[config.mk]
export PLATFORM = sky130hd
export DESIGN_NAME = bayer_defect_corrector
export DESIGN_NICKNAME = d
export VERILOG_FILES = /design/src/rtl/bdc_pkg.sv /design/src/rtl/bdc_window.sv /design/src/rtl/bdc_position.sv /design/src/rtl/bdc_judge.sv /design/src/rtl/bayer_defect_corrector.sv
export SDC_FILE = /design/constraint.sdc
export NUM_CORES = 1
export LEC_CHECK = 0
export ABC_AREA = 0
export BUFFER_PORTS_ARGS = -buffer_cell sky130_fd_sc_hd__buf_2
export CORE_MARGIN = 10
export CORE_UTILIZATION = 37
export DETAILED_ROUTE_END_ITERATION = 8
export MAX_ROUTING_LAYER = met4
export PLACE_DENSITY_LB_ADDON = 0.3
export SYNTH_ARGS = -nofsm -noshare
export SYNTH_HDL_FRONTEND = slang
export SYNTH_SLANG_ARGS = --single-unit
[constraint.sdc]
create_clock -name clk -period 16.9 [get_ports clk]
set_clock_uncertainty 0.05 [all_clocks]
set_input_delay 0.845 -clock clk [delete_from_list [all_inputs] [get_ports clk]]
set_output_delay 0.845 -clock clk [all_outputs]
set_load 0.01 [all_outputs]
[src/rtl/bdc_pkg.sv]
package bdc_pkg;
    localparam int PIX_W = 10;

    typedef logic [PIX_W-1:0] pix_t;

    typedef struct packed {
        logic vld;
        logic sof;
        logic sol;
    } side_t;

    // a exceeds b by strictly more than t, without wrap
    function automatic logic beyond(input pix_t a, input pix_t b, input pix_t t);
        logic [PIX_W:0] lim;
        lim = {1'b0, b} + {1'b0, t};
        return {1'b0, a} > lim;
    endfunction

    function automatic pix_t median3(input pix_t a, input pix_t b, input pix_t c);
        pix_t lo;
        pix_t hi;
        pix_t mid;
        lo  = (a < b) ? a : b;
        hi  = (a < b) ? b : a;
        mid = (hi < c) ? hi : c;
        return (lo > mid) ? lo : mid;
    endfunction
endpackage

[src/rtl/bdc_window.sv]
module bdc_window
    import bdc_pkg::*;
#(
    parameter int LINE_W = 16
) (
    input  logic  clk,
    input  logic  rst,
    input  logic  shift,
    input  pix_t  din,
    input  side_t sin,
    output pix_t  c_pix,
    output pix_t  l_pix,
    output pix_t  r_pix,
    output pix_t  up_pix,
    output pix_t  dn_pix,
    output side_t c_side
);
    localparam int DEPTH  = 2 * LINE_W + 2;
    localparam int TAP_C  = LINE_W + 1;
    localparam int TAP_L  = LINE_W + 3;
    localparam int TAP_R  = LINE_W - 1;
    localparam int TAP_UP = 2 * LINE_W + 1;
    localparam int TAP_DN = 1;
    localparam int SIDE_D = TAP_C + 1;

    pix_t  pix_sr  [DEPTH];
    side_t side_sr [SIDE_D];

    for (genvar i = 0; i < DEPTH; i++) begin : g_pix
        pix_t nxt;
        if (i == 0) begin : g_head
            assign nxt = din;
        end else begin : g_body
            assign nxt = pix_sr[i-1];
        end
        always_ff @(posedge clk) begin
            if (rst)        pix_sr[i] <= '0;
            else if (shift) pix_sr[i] <= nxt;
        end
    end

    for (genvar i = 0; i < SIDE_D; i++) begin : g_side
        side_t nxt;
        if (i == 0) begin : g_head
            assign nxt = sin;
        end else begin : g_body
            assign nxt = side_sr[i-1];
        end
        always_ff @(posedge clk) begin
            if (rst)        side_sr[i] <= '0;
            else if (shift) side_sr[i] <= nxt;
        end
    end

    assign c_pix  = pix_sr[TAP_C];
    assign l_pix  = pix_sr[TAP_L];
    assign r_pix  = pix_sr[TAP_R];
    assign up_pix = pix_sr[TAP_UP];
    assign dn_pix = pix_sr[TAP_DN];
    assign c_side = side_sr[TAP_C];
endmodule

[src/rtl/bdc_position.sv]
module bdc_position #(
    parameter int LINE_W  = 16,
    parameter int FRAME_H = 8
) (
    input  logic clk,
    input  logic rst,
    input  logic step,
    input  logic c_sof,
    input  logic c_sol,
    output logic row_odd,
    output logic interior
);
    localparam int RW = (FRAME_H > 2) ? $clog2(FRAME_H) : 2;
    localparam int CW = (LINE_W > 2) ? $clog2(LINE_W) : 2;
    localparam int MARGIN = 2;

    logic [RW-1:0] row_q, row_n;
    logic [CW-1:0] col_q, col_n;

    always_comb begin
        if (c_sof) begin
            row_n = '0;
            col_n = '0;
        end else if (c_sol) begin
            row_n = row_q + RW'(1);
            col_n = '0;
        end else begin
            row_n = row_q;
            col_n = col_q + CW'(1);
        end
    end

    always_ff @(posedge clk) begin
        if (rst) begin
            row_q <= '0;
            col_q <= '0;
        end else if (step) begin
            row_q <= row_n;
            col_q <= col_n;
        end
    end

    assign row_odd  = row_n[0];
    assign interior = (row_n >= RW'(MARGIN)) && (row_n <= RW'(FRAME_H - 1 - MARGIN)) &&
                      (col_n >= CW'(MARGIN)) && (col_n <= CW'(LINE_W - 1 - MARGIN));
endmodule

[src/rtl/bdc_judge.sv]
module bdc_judge
    import bdc_pkg::*;
(
    input  pix_t c_pix,
    input  pix_t l_pix,
    input  pix_t r_pix,
    input  pix_t up_pix,
    input  pix_t dn_pix,
    input  pix_t thresh,
    input  logic row_odd,
    input  logic interior,
    output pix_t partner_pix,
    output logic hot,
    output logic cold,
    output pix_t fixed_pix
);
    // lower row of a pair looks up, upper row looks down
    assign partner_pix = row_odd ? up_pix : dn_pix;

    assign hot  = interior && beyond(c_pix, l_pix, thresh) &&
                  beyond(c_pix, r_pix, thresh) && beyond(c_pix, partner_pix, thresh);
    assign cold = interior && beyond(l_pix, c_pix, thresh) &&
                  beyond(r_pix, c_pix, thresh) && beyond(partner_pix, c_pix, thresh);

    assign fixed_pix = (hot || cold) ? median3(l_pix, r_pix, partner_pix) : c_pix;
endmodule

[src/rtl/bayer_defect_corrector.sv]
module bayer_defect_corrector
    import bdc_pkg::*;
#(
    parameter int LINE_W  = 16,
    parameter int FRAME_H = 8
) (
    input  logic             clk,
    input  logic             rst,
    input  logic             in_valid,
    input  logic             in_sol,
    input  logic             in_sof,
    input  logic [PIX_W-1:0] in_pix,
    input  logic [PIX_W-1:0] thresh,
    output logic             out_valid,
    output logic             out_sol,
    output logic             out_sof,
    output logic [PIX_W-1:0] out_pix
);
    pix_t  c_pix, l_pix, r_pix, up_pix, dn_pix, partner_pix, fixed_pix;
    side_t c_side, in_side;
    logic  row_odd, interior, hot, cold, emit;

    assign in_side = '{vld: 1'b1, sof: in_sof, sol: in_sol};
    assign emit    = in_valid && c_side.vld;

    bdc_window #(.LINE_W(LINE_W)) win_i (
        .clk(clk), .rst(rst), .shift(in_valid), .din(in_pix), .sin(in_side),
        .c_pix(c_pix), .l_pix(l_pix), .r_pix(r_pix), .up_pix(up_pix),
        .dn_pix(dn_pix), .c_side(c_side)
    );

    bdc_position #(.LINE_W(LINE_W), .FRAME_H(FRAME_H)) pos_i (
        .clk(clk), .rst(rst), .step(emit), .c_sof(c_side.sof), .c_sol(c_side.sol),
        .row_odd(row_odd), .interior(interior)
    );

    bdc_judge judge_i (
        .c_pix(c_pix), .l_pix(l_pix), .r_pix(r_pix), .up_pix(up_pix), .dn_pix(dn_pix),
        .thresh(thresh), .row_odd(row_odd), .interior(interior),
        .partner_pix(partner_pix), .hot(hot), .cold(cold), .fixed_pix(fixed_pix)
    );

    always_ff @(posedge clk) begin
        if (rst) begin
            out_valid <= 1'b0;
            out_sol   <= 1'b0;
            out_sof   <= 1'b0;
            out_pix   <= '0;
        end else begin
            out_valid <= emit;
            out_sol   <= emit && c_side.sol;
            out_sof   <= emit && c_side.sof;
            if (emit) out_pix <= fixed_pix;
        end
    end
endmodule

==> results.md <==
- HPWL after DPL: 26,800 microns
- Max_cap viols: 0
- Critical Path AT: 6.96 ns
- Most common cell after layout, fill and taps aside: and2_1
- Routed WL per cell: 17.9 microns
- Gate power share: 0.130
- Hold Crit Class: reg2reg
- Register bit total from synthesis: 414
- Final Max Tran Viols: 0
- Clock Tree Root: clkbuf_16
- Crit path kind: reg2reg
- Pin count of the biggest net entering global routing: 190
- Final period util: 0.390
- CTS tree: done
- Critical path's slowest cell: o21ai_1
- R2r startpoint: win_i.pix_sr[7][17]
- GP Congestion: 0.874
- CP Capture Type: flip-flop
- Drt total wl: 40,400 microns
- Dominant cell type by area after synthesis: edfxtp_1
- Sum Neg Setup Slack: 0 ns
- Pre-antenna DRT Iters: 5
- Share of cells above drive strength 1: 0.0865
- Gate Count Post-Synth: 1,501
- Routed vias: 11,300
- Fin crit period: 6.60 ns
- Worst skew pair latency: 0.56 ns
- Worst hold slack: 0.419 ns
- Worst Tran Pin Value: 1.10 ns
- # hold bufs at CTS: 0
- Hold Path End: out_pix[3]
- Peak VDD IR: 76.8 uV
- # IOs: 38
- DR DRC count: 0
- Fillers: 4,846
- Post-CTS sizing: 0
- Reg area: 12,200 sq um
- Sequential Power Share: 0.479
- Total CTS buffers: 45
- First-pass GRT wire length: 63,500 microns
- Initial antenna violation count: 3
- Seq/Total Area, Yosys: 0.618
- Initial Util: 0.375
- Hold depth: 2
- Congestion Overflow GR: 0
- Final #Nets: 1,695
- Post-CTS setup buffer count: 0
- Ys Warns: 0
- FF-to-FF End: out_pix[0]
- Slew HR: 0.268
- Crit-path leading delay family: compound AO/OA/AOI/OAI gates
- Cells after DPL: 2,177
- RSZ-0062 raised after global routing: false
- Pleak: 9.09 nW
- Syn Std Cell Area: 19,800 sq um
- Row cnt: 84
- Crit path launch type: flip-flop
- Critical path data required time: 17.27 ns
- Synth top area cells: edfxtp_1 60%, and2_1 13%, ha_1 8.2%
- Hold Crit Start: out_pix[3]
- Cell Chain, Critical Path: inv_1 -> ha_1 -> a21oi_1 -> o21ai_0 -> a31oi_1 -> and2_1 -> mux2i_1 -> inv_1 -> ha_1 -> a21oi_1 -> o21ai_1 -> a221o_1 -> nor3_2 -> o211ai_1 -> nand3_1 -> nand2_1 -> ha_1 -> a2111o_1 -> or2_0 -> o21ai_1 -> o211ai_1 -> nand4b_1 -> a21oi_1
- Clock power frac: 0.392
- Syn avg cell area: 13.2 sq um
- Number of global-route vias before repair: 11,100
- Clk slew on worst S/H paths: 0.07 ns
- Ys flop type: edfxtp_1
- Max Clk Rate: 152 MHz
- Flop-to-flop setup slack: 10.30 ns
- Die Ht: 251 microns
- EDFF count, synth: 394
- Drt initial violations: 734
- Aggregate global-route resource usage: 0.130
- Net Sw Frac: 0.248
- P_int: 1.91 mW
- Status: completed
- Port bufs: 37
- Worst Path Buf+Inv: 2
- Longest Clk Path Bufs: 3
- Post-Layout Cell Count: 2,261
- Final core occ: 0.421
- Async S/R FF share, synth: 0
- Synth unique cells: 69
- Routed Antenna Nets: 0
- Final setup vio count: 0
- Crit-path max cell delay: 0.76 ns
- Synth Net Count: 1,660
- Largest fanout on the critical path: 12
- CTS sink count: 414
- DR vias/cell: 5.01
- Die X: 251 microns
- Die ar.: 63,200 sq um
- Pwr Density: 114 nW/um^2
- Hold Violations, Final: 0
- Core area: 52,800 sq um
- H-tree levels: 2
- Area of the multi-input gates: 7110 sq um
- Worst Reg-to-Reg Cells: 23
- Yosys top cell area share: 0.598
- Sw Pwr: 0.628 mW
- Commonest non-fill, non-tap cells in the layout: 399 x and2_1, 394 x edfxtp_1, 130 x ha_1, 67 x a21oi_1, 62 x inv_1
- Layout area overhead: 12.1%
worst reg2reg max path: stages (launching register included):
cell and delay (ns):
edfxtp_1 0.50, inv_1 0.08, ha_1 0.31, a21oi_1 0.12, o21ai_0 0.13, a31oi_1 0.25
and2_1 0.57, mux2i_1 0.31, inv_1 0.06, ha_1 0.28, a21oi_1 0.13, o21ai_1 0.08
a221o_1 0.40, nor3_2 0.27, o211ai_1 0.44, nand3_1 0.23, nand2_1 0.08, ha_1 0.30
a2111o_1 0.43, or2_0 0.23, o21ai_1 0.76, o211ai_1 0.20, nand4b_1 0.15, a21oi_1 0.07
registers in the layout, indices dropped and copies added, names as in the netlist:
register and count:
win_i.pix_sr 340, out_sof 1, out_pix 10, win_i.side_sr 54, pos_i.col_q 4, out_valid 1, pos_i.row_q 3, out_sol 1
synthesized netlist by cell type (3+ instances only):
cell type / n
fa_1: 4
xor2_1: 12
o21bai_1: 11
nor3_1: 19
a21o_1: 28
nand3_1: 34
mux2_1: 3
o21ai_0: 22
inv_1: 62
a31oi_1: 6
xnor2_1: 15
dfxtp_1: 20
nand4b_1: 3
a2111oi_2: 5
nor2_1: 16
o21a_1: 6
o211ai_1: 14
and2_1: 399
a211oi_1: 14
a311oi_1: 3
buf_2: 4
ha_1: 130
nand4_1: 11
nand3b_1: 5
edfxtp_1: 394
a21oi_1: 67
nand2b_1: 5
clkbuf_1: 53
and3_1: 3
nor2b_1: 8
mux2i_1: 19
mux2_2: 8
nor4_1: 5
o21ai_1: 7
nand2_1: 38
o311ai_1: 8
routing by layer:
metal	GRT usage	part of all wire
met3	0.0220	0.042
met1	0.181	0.49
met5	-	0
met2	0.191	0.44
met4	0.0409	0.024
how the worst max path moves through the flow:
stage	from	slack [ns]	end	cells past startpoint
floorplan	rst	10.41	win_i.pix_sr[0][0]	2
global placement	win_i.pix_sr[7][17]	10.47	out_pix[0]	23
detailed placement	win_i.pix_sr[7][11]	10.40	out_pix[1]	21
CTS	win_i.pix_sr[7][17]	10.36	out_pix[0]	23
global route	win_i.pix_sr[7][11]	9.79	out_pix[2]	21
finish	win_i.pix_sr[7][17]	10.30	out_pix[0]	23
per-stage QoR:
step	worst slack (ns)	area, sq um	total power, mW
4_1_cts	10.36	22200	2.57
3_3_place_gp	10.47	20700	1.56
2_1_floorplan	10.41	19800	1.47
3_5_place_dp	10.40	20700	1.56
5_1_grt	9.79	22200	2.65
6_report	10.30	22200	2.53
power by group through the flow:
stage / clock network (mW) / logic (mW) / registers (mW)
after floorplan: 0 / 0.240 / 1.23
after global placement: 0 / 0.326 / 1.23
after detailed placement: 0 / 0.327 / 1.23
after CTS: 1.02 / 0.329 / 1.21
after global routing: 1.06 / 0.370 / 1.22
final: 0.992 / 0.328 / 1.21
layout make-up:
cell class / count / share of cell area
timing repair buffer: 46 / 0.0119
antenna: 1 / 0.000113
clock inverter: 26 / 0.0132
tap: 688 / 0.0388
inverter: 63 / 0.0107
sequential: 414 / 0.551
clock buffer: 57 / 0.0541
multi-input combinational: 966 / 0.320
cell families after synthesis:
| family | Yosys count | share of synthesized area |
|---|---|---|
| AOI/OAI and AO/OA | 215 | 0.0756 |
| muxes | 30 | 0.0159 |
| xor gates and xnor gates | 27 | 0.0119 |
| DFF | 414 | 0.618 |
| buffers and inverters | 121 | 0.0236 |
| adders and majority gates | 134 | 0.0862 |
| and+or+nand+nor | 560 | 0.169 |
Note: power is estimated with default switching activity, not from simulation.
